<file path="src/rtl/tlpb_pkg.sv">
package tlpb_pkg;
    typedef enum logic [1:0] {
        ST_IDLE = 2'd0,
        ST_WR   = 2'd1,
        ST_RD   = 2'd2,
        ST_DONE = 2'd3
    } tlpb_state_e;
endpackage

</file>
<file path="src/rtl/tlpb_port_latch.sv">
module tlpb_port_latch #(
    parameter int PORT_W = 8
) (
    input  logic              clk,
    input  logic              rst_n,
    input  logic              ld,
    input  logic [PORT_W-1:0] d,
    output logic [PORT_W-1:0] q
);
    always_ff @(posedge clk or negedge rst_n) begin
        if (!rst_n)  q <= '0;
        else if (ld) q <= d;
    end

    // the latch changes only on the clock after a load request
    p_latch_hold_r7: assert property (@(posedge clk) disable iff (!rst_n)
        !ld |=> $stable(q));
endmodule

</file>
<file path="src/rtl/tlpb_seq.sv">
module tlpb_seq
    import tlpb_pkg::*;
#(
    parameter int SEL_W      = 3,
    parameter int DATA_W     = 8,
    parameter int SEL_ADDR   = 1,
    parameter int SEL_XFER   = 2,
    parameter int STROBE_CYC = 2
) (
    input  logic              clk,
    input  logic              rst_n,
    input  logic [SEL_W-1:0]  cpu_sel,
    input  logic              cpu_out,
    input  logic              cpu_inp,
    input  logic [DATA_W-1:0] cpu_dout,
    input  logic [DATA_W-1:0] bus_din,
    output logic              latch_ld,
    output logic              iorq_n,
    output logic              rd_n,
    output logic              wr_n,
    output logic              ready,
    output logic [DATA_W-1:0] wdata,
    output logic [DATA_W-1:0] rdata
);
    localparam int CNT_W = $clog2(STROBE_CYC + 1);
    localparam logic [SEL_W-1:0] CODE_ADDR = SEL_W'(SEL_ADDR);
    localparam logic [SEL_W-1:0] CODE_XFER = SEL_W'(SEL_XFER);

    tlpb_state_e state, state_nx;
    logic [CNT_W-1:0] cnt;

    wire hit_addr = cpu_out && (cpu_sel == CODE_ADDR);
    wire hit_wr   = cpu_out && (cpu_sel == CODE_XFER);
    wire hit_rd   = cpu_inp && !cpu_out && (cpu_sel == CODE_XFER);
    wire cnt_end  = (cnt == '0);

    always_comb begin
        state_nx = state;
        unique case (state)
            ST_IDLE: begin
                if (hit_addr)    state_nx = ST_DONE;
                else if (hit_wr) state_nx = ST_WR;
                else if (hit_rd) state_nx = ST_RD;
            end
            ST_WR:   if (cnt_end) state_nx = ST_DONE;
            ST_RD:   if (cnt_end) state_nx = ST_DONE;
            ST_DONE: if (!cpu_out && !cpu_inp) state_nx = ST_IDLE;
            default: state_nx = ST_IDLE;
        endcase
    end

    always_ff @(posedge clk or negedge rst_n) begin
        if (!rst_n) begin
            state <= ST_IDLE;
            cnt   <= '0;
            wdata <= '0;
            rdata <= '0;
        end else begin
            state <= state_nx;
            if (state == ST_IDLE) begin
                cnt <= CNT_W'(STROBE_CYC - 1);
                if (hit_wr) wdata <= cpu_dout;
            end else if (!cnt_end) begin
                cnt <= cnt - 1'b1;
            end
            if (state == ST_RD && cnt_end) rdata <= bus_din;
        end
    end

    always_comb begin
        iorq_n   = 1'b1;
        rd_n     = 1'b1;
        wr_n     = 1'b1;
        ready    = 1'b0;
        latch_ld = (state == ST_IDLE) && hit_addr;
        unique case (state)
            ST_IDLE: ;
            ST_WR:   begin iorq_n = 1'b0; wr_n = 1'b0; end
            ST_RD:   begin iorq_n = 1'b0; rd_n = 1'b0; end
            ST_DONE: ready = 1'b1;
            default: ;
        endcase
    end

    // strobe window length monitor
    logic [CNT_W:0] act_cnt;
    always_ff @(posedge clk or negedge rst_n) begin
        if (!rst_n)       act_cnt <= '0;
        else if (!iorq_n) act_cnt <= act_cnt + 1'b1;
        else              act_cnt <= '0;
    end

    // each bus cycle lasts exactly STROBE_CYC clocks
    p_strobe_len_r3: assert property (@(posedge clk) disable iff (!rst_n)
        $rose(iorq_n) |-> (act_cnt == (CNT_W+1)'(STROBE_CYC)));
    // a bus cycle carries exactly one direction strobe
    p_one_dir_r4: assert property (@(posedge clk) disable iff (!rst_n)
        !iorq_n |-> (rd_n != wr_n));
    // while the CPU holds its operation, ready stays up and no cycle starts
    p_no_retrigger_r10: assert property (@(posedge clk) disable iff (!rst_n)
        (ready && (cpu_out || cpu_inp)) |=> (ready && iorq_n));
endmodule

</file>
<file path="src/rtl/tlpb_bridge.sv">
module tlpb_bridge #(
    parameter int SEL_W      = 3,
    parameter int DATA_W     = 8,
    parameter int PORT_W     = 8,
    parameter int ADDR_W     = 16,
    parameter int SEL_ADDR   = 1,
    parameter int SEL_XFER   = 2,
    parameter int STROBE_CYC = 2
) (
    input  logic              clk,
    input  logic              rst_n,
    input  logic [SEL_W-1:0]  cpu_sel,
    input  logic              cpu_out,
    input  logic              cpu_inp,
    input  logic [DATA_W-1:0] cpu_dout,
    output logic [DATA_W-1:0] cpu_din,
    output logic              cpu_ready,
    output logic [ADDR_W-1:0] bus_addr,
    output logic [DATA_W-1:0] bus_dout,
    input  logic [DATA_W-1:0] bus_din,
    output logic              bus_mreq_n,
    output logic              bus_iorq_n,
    output logic              bus_rd_n,
    output logic              bus_wr_n
);
    localparam int HI_W = ADDR_W - PORT_W;
    localparam logic [SEL_W-1:0] CODE_XFER = SEL_W'(SEL_XFER);

    logic              latch_ld;
    logic [PORT_W-1:0] port_q;
    logic [DATA_W-1:0] wdata, rdata;

    tlpb_port_latch #(.PORT_W(PORT_W)) u_latch (
        .clk(clk), .rst_n(rst_n), .ld(latch_ld),
        .d(cpu_dout[PORT_W-1:0]), .q(port_q)
    );

    tlpb_seq #(
        .SEL_W(SEL_W), .DATA_W(DATA_W), .SEL_ADDR(SEL_ADDR),
        .SEL_XFER(SEL_XFER), .STROBE_CYC(STROBE_CYC)
    ) u_seq (
        .clk(clk), .rst_n(rst_n), .cpu_sel(cpu_sel), .cpu_out(cpu_out),
        .cpu_inp(cpu_inp), .cpu_dout(cpu_dout), .bus_din(bus_din),
        .latch_ld(latch_ld), .iorq_n(bus_iorq_n), .rd_n(bus_rd_n),
        .wr_n(bus_wr_n), .ready(cpu_ready), .wdata(wdata), .rdata(rdata)
    );

    assign bus_mreq_n = 1'b1;
    assign bus_addr   = bus_iorq_n ? '0 : {{HI_W{1'b0}}, port_q};
    assign bus_dout   = bus_wr_n ? '0 : wdata;
    assign cpu_din    = (cpu_inp && cpu_sel == CODE_XFER) ? rdata : '0;

    // upper address byte is zero during a port cycle
    p_addr_hi_zero_r5: assert property (@(posedge clk) disable iff (!rst_n)
        !bus_iorq_n |-> (bus_addr[ADDR_W-1:PORT_W] == '0));
    // address holds steady across the strobe window
    p_addr_stable_r5: assert property (@(posedge clk) disable iff (!rst_n)
        (!bus_iorq_n && $past(!bus_iorq_n)) |-> $stable(bus_addr));
    // a port cycle never coincides with a memory request
    p_no_mreq_r6: assert property (@(posedge clk) disable iff (!rst_n)
        !bus_iorq_n |-> bus_mreq_n);
endmodule

</file>
<file path="config.mk">
export PLATFORM = sky130hd
export DESIGN_NAME = tlpb_bridge
export DESIGN_NICKNAME = d
export VERILOG_FILES = /design/src/rtl/tlpb_pkg.sv /design/src/rtl/tlpb_port_latch.sv /design/src/rtl/tlpb_seq.sv /design/src/rtl/tlpb_bridge.sv
export SDC_FILE = /design/constraint.sdc
export NUM_CORES = 1
export LEC_CHECK = 0
export ABC_AREA = 1
export BUFFER_PORTS_ARGS = -buffer_cell sky130_fd_sc_hd__clkbuf_2
export CORE_UTILIZATION = 52
export CTS_CLUSTER_SIZE = 10
export DETAILED_ROUTE_END_ITERATION = 10
export GPL_ROUTABILITY_DRIVEN = 0
export GPL_TIMING_DRIVEN = 0
export MAX_ROUTING_LAYER = met4
export PLACE_DENSITY = 0.83
export SLEW_MARGIN = 20
export SYNTH_ARGS = -nofsm -noshare
export SYNTH_HDL_FRONTEND = slang
export SYNTH_SLANG_ARGS = --single-unit
</file>
<file path="constraint.sdc">
create_clock -name clk -period 2.6 [get_ports clk]
set_input_delay 0 -clock clk [delete_from_list [all_inputs] [get_ports clk]]
set_output_delay 0 -clock clk [all_outputs]
set_load 0.05 [all_outputs]
</file>
* Word-level counts from Yosys, hierarchy flattened *
Cells that the tools add are included.

cells by class
  muxes and demuxes = 15
  equal/unequal tests = 9
  add/sub/neg operators = 1
  reductions and logical operators = 15

operators with widths
  kind                                                                     count
  8-bit 2-to-1 mux                                                         3
  2-bit 2-to-1 mux                                                         7
  1-bit logical AND                                                        8
  2-bit one-hot mux with 3 select lines                                    1
  2-bit equality test, second input constant                               2
  2-bit logical NOT                                                        2
  1-bit 2-to-1 mux                                                         4
  2-bit by 1-bit inequality test with 1-bit output, second input constant  2
  4-bit by 1-bit inequality test with 1-bit output, second input constant  1
  3-bit by 1-bit equality test with 1-bit output, second input constant    1
  3-bit by 2-bit equality test with 1-bit output, second input constant    1
  3-bit AND reduction                                                      1
  2-bit by 1-bit equality test with 1-bit output, second input constant    1
  1-bit logical NOT                                                        2
  2-bit inequality test, second input constant                             1
  2-bit AND reduction                                                      1
  2-bit OR reduction                                                       1
  2-bit by 1-bit subtractor with 2-bit output, second input constant       1

word-level totals
  input port bits = 23
  output and inout port bits = 37
  bits in registers = 28
  word-level logic and storage cells = 45

* Depth between registers and ports, before layout *
  depth in word-level cells = 7
  mapped depth = 8
  gate-level depth less buffers = 8

* Cells and area by module *
Synthesis repeated with hierarchy kept, for this count alone.

second synthesis, totals
  cells, all modules = 202
  area total of the unflattened synthesis = 1572.8 um^2

modules (own cells, without submodules)
  module           area an instance (um^2)  times used  seq. area each (um^2)  cells each
  tlpb_seq         982.2                    1           500.5                  103
  tlpb_port_latch  305.3                    1           200.2                  34
  tlpb_bridge      285.3                    1           0.0                    65

* Worst setup path before layout *
Ideal clock, no wire load.

  kind = reg-to-reg
  from = register u_seq.state[0]
  to = register u_seq.state[0]
  stages on the path, launching flop included = 9
  buffers on the path = 1
  path slack = 0.857 ns
  library setup time = 0.117 ns
  required time = 2.483 ns
  clock period less this slack = 1.743 ns
  data arrival time = 1.627 ns
  cells stage by stage = dfrtp_1 inv_1 ha_1 buf_4 inv_1 o21ai_1 o21bai_1 nand2_1 nand2_1

on the way
  word-level cells in the longest chain between the ends = 4
  elaborated cells between the ends (all ways) = 10
  classes of those cells = eq/ne (6); mux (1); reduce/logical (3)

ends and longest elaborated chain
  item                                                                                          line            text
  start: declaration                                                                            tlpb_seq.sv:29  tlpb_state_e state, state_nx;
  start signal: assignment                                                                      tlpb_seq.sv:59  state <= state_nx;
  2-bit by 1-bit equality test with 1-bit output / 2-bit equality test (equally long branches)  tlpb_seq.sv:39  unique case (state)
  2-bit OR reduction (no source line)                                                           --
  2-bit by 1-bit inequality test with 1-bit output (no source line)                             --
  3-bit AND reduction (no source line)                                                          --

Several ways; a longest one is shown, not always the timed one.
A chain may end at the register's enable or synchronous reset.

* Final worst setup path *
  from = register u_seq.state[1]
  to = output port bus_dout[2]

on the way
  word-level cells in the longest chain between the ends = 2

ends and longest elaborated chain
  item                                            line               text
  2-bit by 1-bit equality test with 1-bit output  tlpb_seq.sv:76     unique case (state)
  8-bit 2-to-1 mux                                tlpb_bridge.sv:50  assign bus_dout = bus_wr_n ? '0 : wdata;
  end: declaration                                tlpb_bridge.sv:19  output logic [DATA_W-1:0] bus_dout,

Every way passes these cells.

==> metrics.txt <==
latest clock arrival within the worst-skew pair 330 ps; sw frac 51.47%; Post-DP HPWL 2.299 mm; Setup Buffers After CTS 0; Slew @ Worst Pin 689.0 ps; Comb power frac 58.7%; power share of the clock group 9.0%; total die area 3321 um^2; area grow syn2layout 32.43%; P_int 1.138 mW; Global Route Usage Sum 22.59%; count of cell types in the netlist 21; Synth top area share 43.55%; clock skew 6.143 ps; Residual DRC 7; die height 57.63 um; most numerous cell in the Yosys netlist inv_1; status finished with violations; standard-cell rows 19; critical path's slowest cell dfrtp_1; final hold vios 0; Routed WL 3.407 mm; Rel. slew slack 54.07%; register area 700.7 um^2; Post-synth EDFFs 0; kind of critical path flip-flop to output port; Buffers on Ports 50; top-level I/O count 60; cell count after synthesis 207; core area 2853 um^2; sw power 1.206 mW; RSZ-0062 raised after global routing false; worst-path cell chain inv_1 > ha_1 > clkbuf_1 > nand2_1 > inv_1 > clkbuf_2; routed vias/inst 4.554; Fmax 541.7 MHz; Synthesis Warnings 0; gr ovfl total 0; area of the multi-input gates 644.4 um^2; Final nets 315; leakage dissipation 1.356 nW; count of pins over their slew limit 0; largest cells by area after synthesis dfrtp_1 (44%), inv_1 (11%), nand2_1 (10%), o21ai_2 (8.2%), nor2_1 (4.9%); largest net degree at the start of global routing 29; Initial Utilization 56.40%; min-delay worst type input port to flip-flop; CTS tree yes; Top cell by count, worst path inv_1; Flop pwr share 32.3%; Clock Sinks 28; H-tree depth 1; Avg Inst Size Synth 7.773 um^2; Die W 57.63 um; vias post-DR 1439; Yosys reg bits 28; fin crit share 71.00%; leading area contributor after synthesis dfrtp_1; largest buffer count on any clock path 2; async set-reset flop share out of synthesis 100.0%; violated checks DRC; clock root buffer master clkbuf_4; Worst path top cell family by delay buffers and inverters; Synth Flop Type dfrtp_1; Crit. End Element output port; Power, Total 2.344 mW; share of layout cells above drive strength 1 32.63%; Post-synth top cells inv_1 (46), nand2_1 (43), dfrtp_1 (28); hold_ws 139.8 ps; CP required 2600 ps; # diodes 0; CP peak stage delay 440 ps; startpoint types flip-flop; setup TNS 0 ps; final count of negative-setup-slack endpoints 0; Worst VDD drop 0.7690 mV; min cycle time layout 1846 ps; clk slew on worst S/H paths 150 ps; first-pass GRT wire length 5.616 mm; number of global-route vias before repair 1339; sequential-to-total area share from yosys stat 43.55%; Post-Syn Area 1609 um^2; number of nets with antenna violations after routing 0; WL/cell 10.78 um; MaxCap Viol Count 0; TritonCTS Buffers 3; DR iter-0 viols 44; critical path peak fanout 9; Data arrival, critical path 1850 ps; worst path bufs/invs 4; PwrDens 1100 nW/um^2; Detailed Routing Iterations Pass 1 7; initial antenna violation count 0; Fillers 211
-- power groups by stage --
| stage | combinational [mW] | sequential, mW | clock (mW) |
|---|---|---|---|
| after floorplan | 1.09 | 0.739 | 0 |
| after global placement | 1.32 | 0.758 | 0 |
| after detailed placement | 1.36 | 0.768 | 0 |
| after CTS | 1.38 | 0.757 | 0.216 |
| after global routing | 1.50 | 0.782 | 0.235 |
| final | 1.38 | 0.756 | 0.211 |
-- final timing paths --
path                                      from              to  slack [ps]  cells after the start
worst min register to register  u_seq.wdata[3]  u_seq.wdata[3]         500                      2
max in group asynchronous                rst_n  u_seq.wdata[4]        1940                      2
worst max register to register  u_seq.state[0]  u_seq.state[1]        1020                      8
worst min-delay path                   cpu_inp  u_seq.state[0]         140                      6
min in group asynchronous                rst_n  u_seq.rdata[0]         220                      2
worst max-delay path            u_seq.state[1]     bus_dout[2]         750                      6
-- layer usage --
| layer | GRT usage, % | up-vias | share of wire [%] |
|---|---|---|---|
| li1 | - | 747 | - |
| met1 | 25.70 | 644 | 43 |
| met2 | 43.19 | 46 | 52 |
| met3 | 2.009 | 2 | 4.8 |
| met4 | 4.181 | 0 | 0.56 |
| met5 | - | - | 0 |
-- repair_timing --
action | in CTS | in global routing
endpoints found under the hold margin | 52 | 0
hold buffers | 17 | 0
gates resized for setup | 0 | 0
-- placed cells by master (no fill, tap or decap), types with 3 or more instances in the layout --
master and n:
buf_4 10, clkbuf_2 50, nor2_1 21, dfrtp_1 28
conb_1 9, nand2_2 5, o21ai_2 15, clkbuf_4 3
dlygate4sd3_1 17, ha_1 6, inv_1 46, inv_2 3
nand3_1 5, a21oi_1 10, nand2_1 43
-- final cells by class --
| class | instances | area share [%] |
|---|---|---|
| Buffer | 14 | 4.991 |
| Clock buffer | 4 | 1.703 |
| Inverter | 49 | 8.632 |
| Multi-Input combinational cell | 123 | 30.24 |
| Sequential cell | 28 | 32.88 |
| Tap cell | 31 | 1.820 |
| Timing Repair Buffer | 67 | 19.73 |
-- state kept, by name (all words and copies together), names as in the netlist --
name and flops:
u_latch.q 8, u_seq.rdata 8, u_seq.wdata 8, u_seq.cnt 2, u_seq.state 2
-- per-stage QoR --
stage	utilization, %	worst slack (ps)	area, um^2	instances
5_1_grt	74.69	573.5	2131	316
4_1_cts	74.69	757.1	2131	316
3_5_place_dp	67.46	1050	1924	295
2_1_floorplan	-	856.5	1635	214
6_report	74.69	753.9	2131	316
3_3_place_gp	67.46	1098	1924	295
-- cells by family after synthesis --
kind of cell	after synthesis	synth area share (%)
simple gates	78	20.30
buf+inv	63	18.04
compound gates	30	12.99
flops	28	43.55
fa+ha+maj	6	4.666
other cells	2	0.4667
-- worst register-to-register path, cell delays in order, from the launching register on --
cell and delay [ps]:
dfrtp_1 430, inv_1 100, ha_1 290, buf_4 170
inv_1 80, o21ai_1 80, o21bai_1 180, nand2_1 80
nand2_1 70
(Power assumes the default switching activity.)
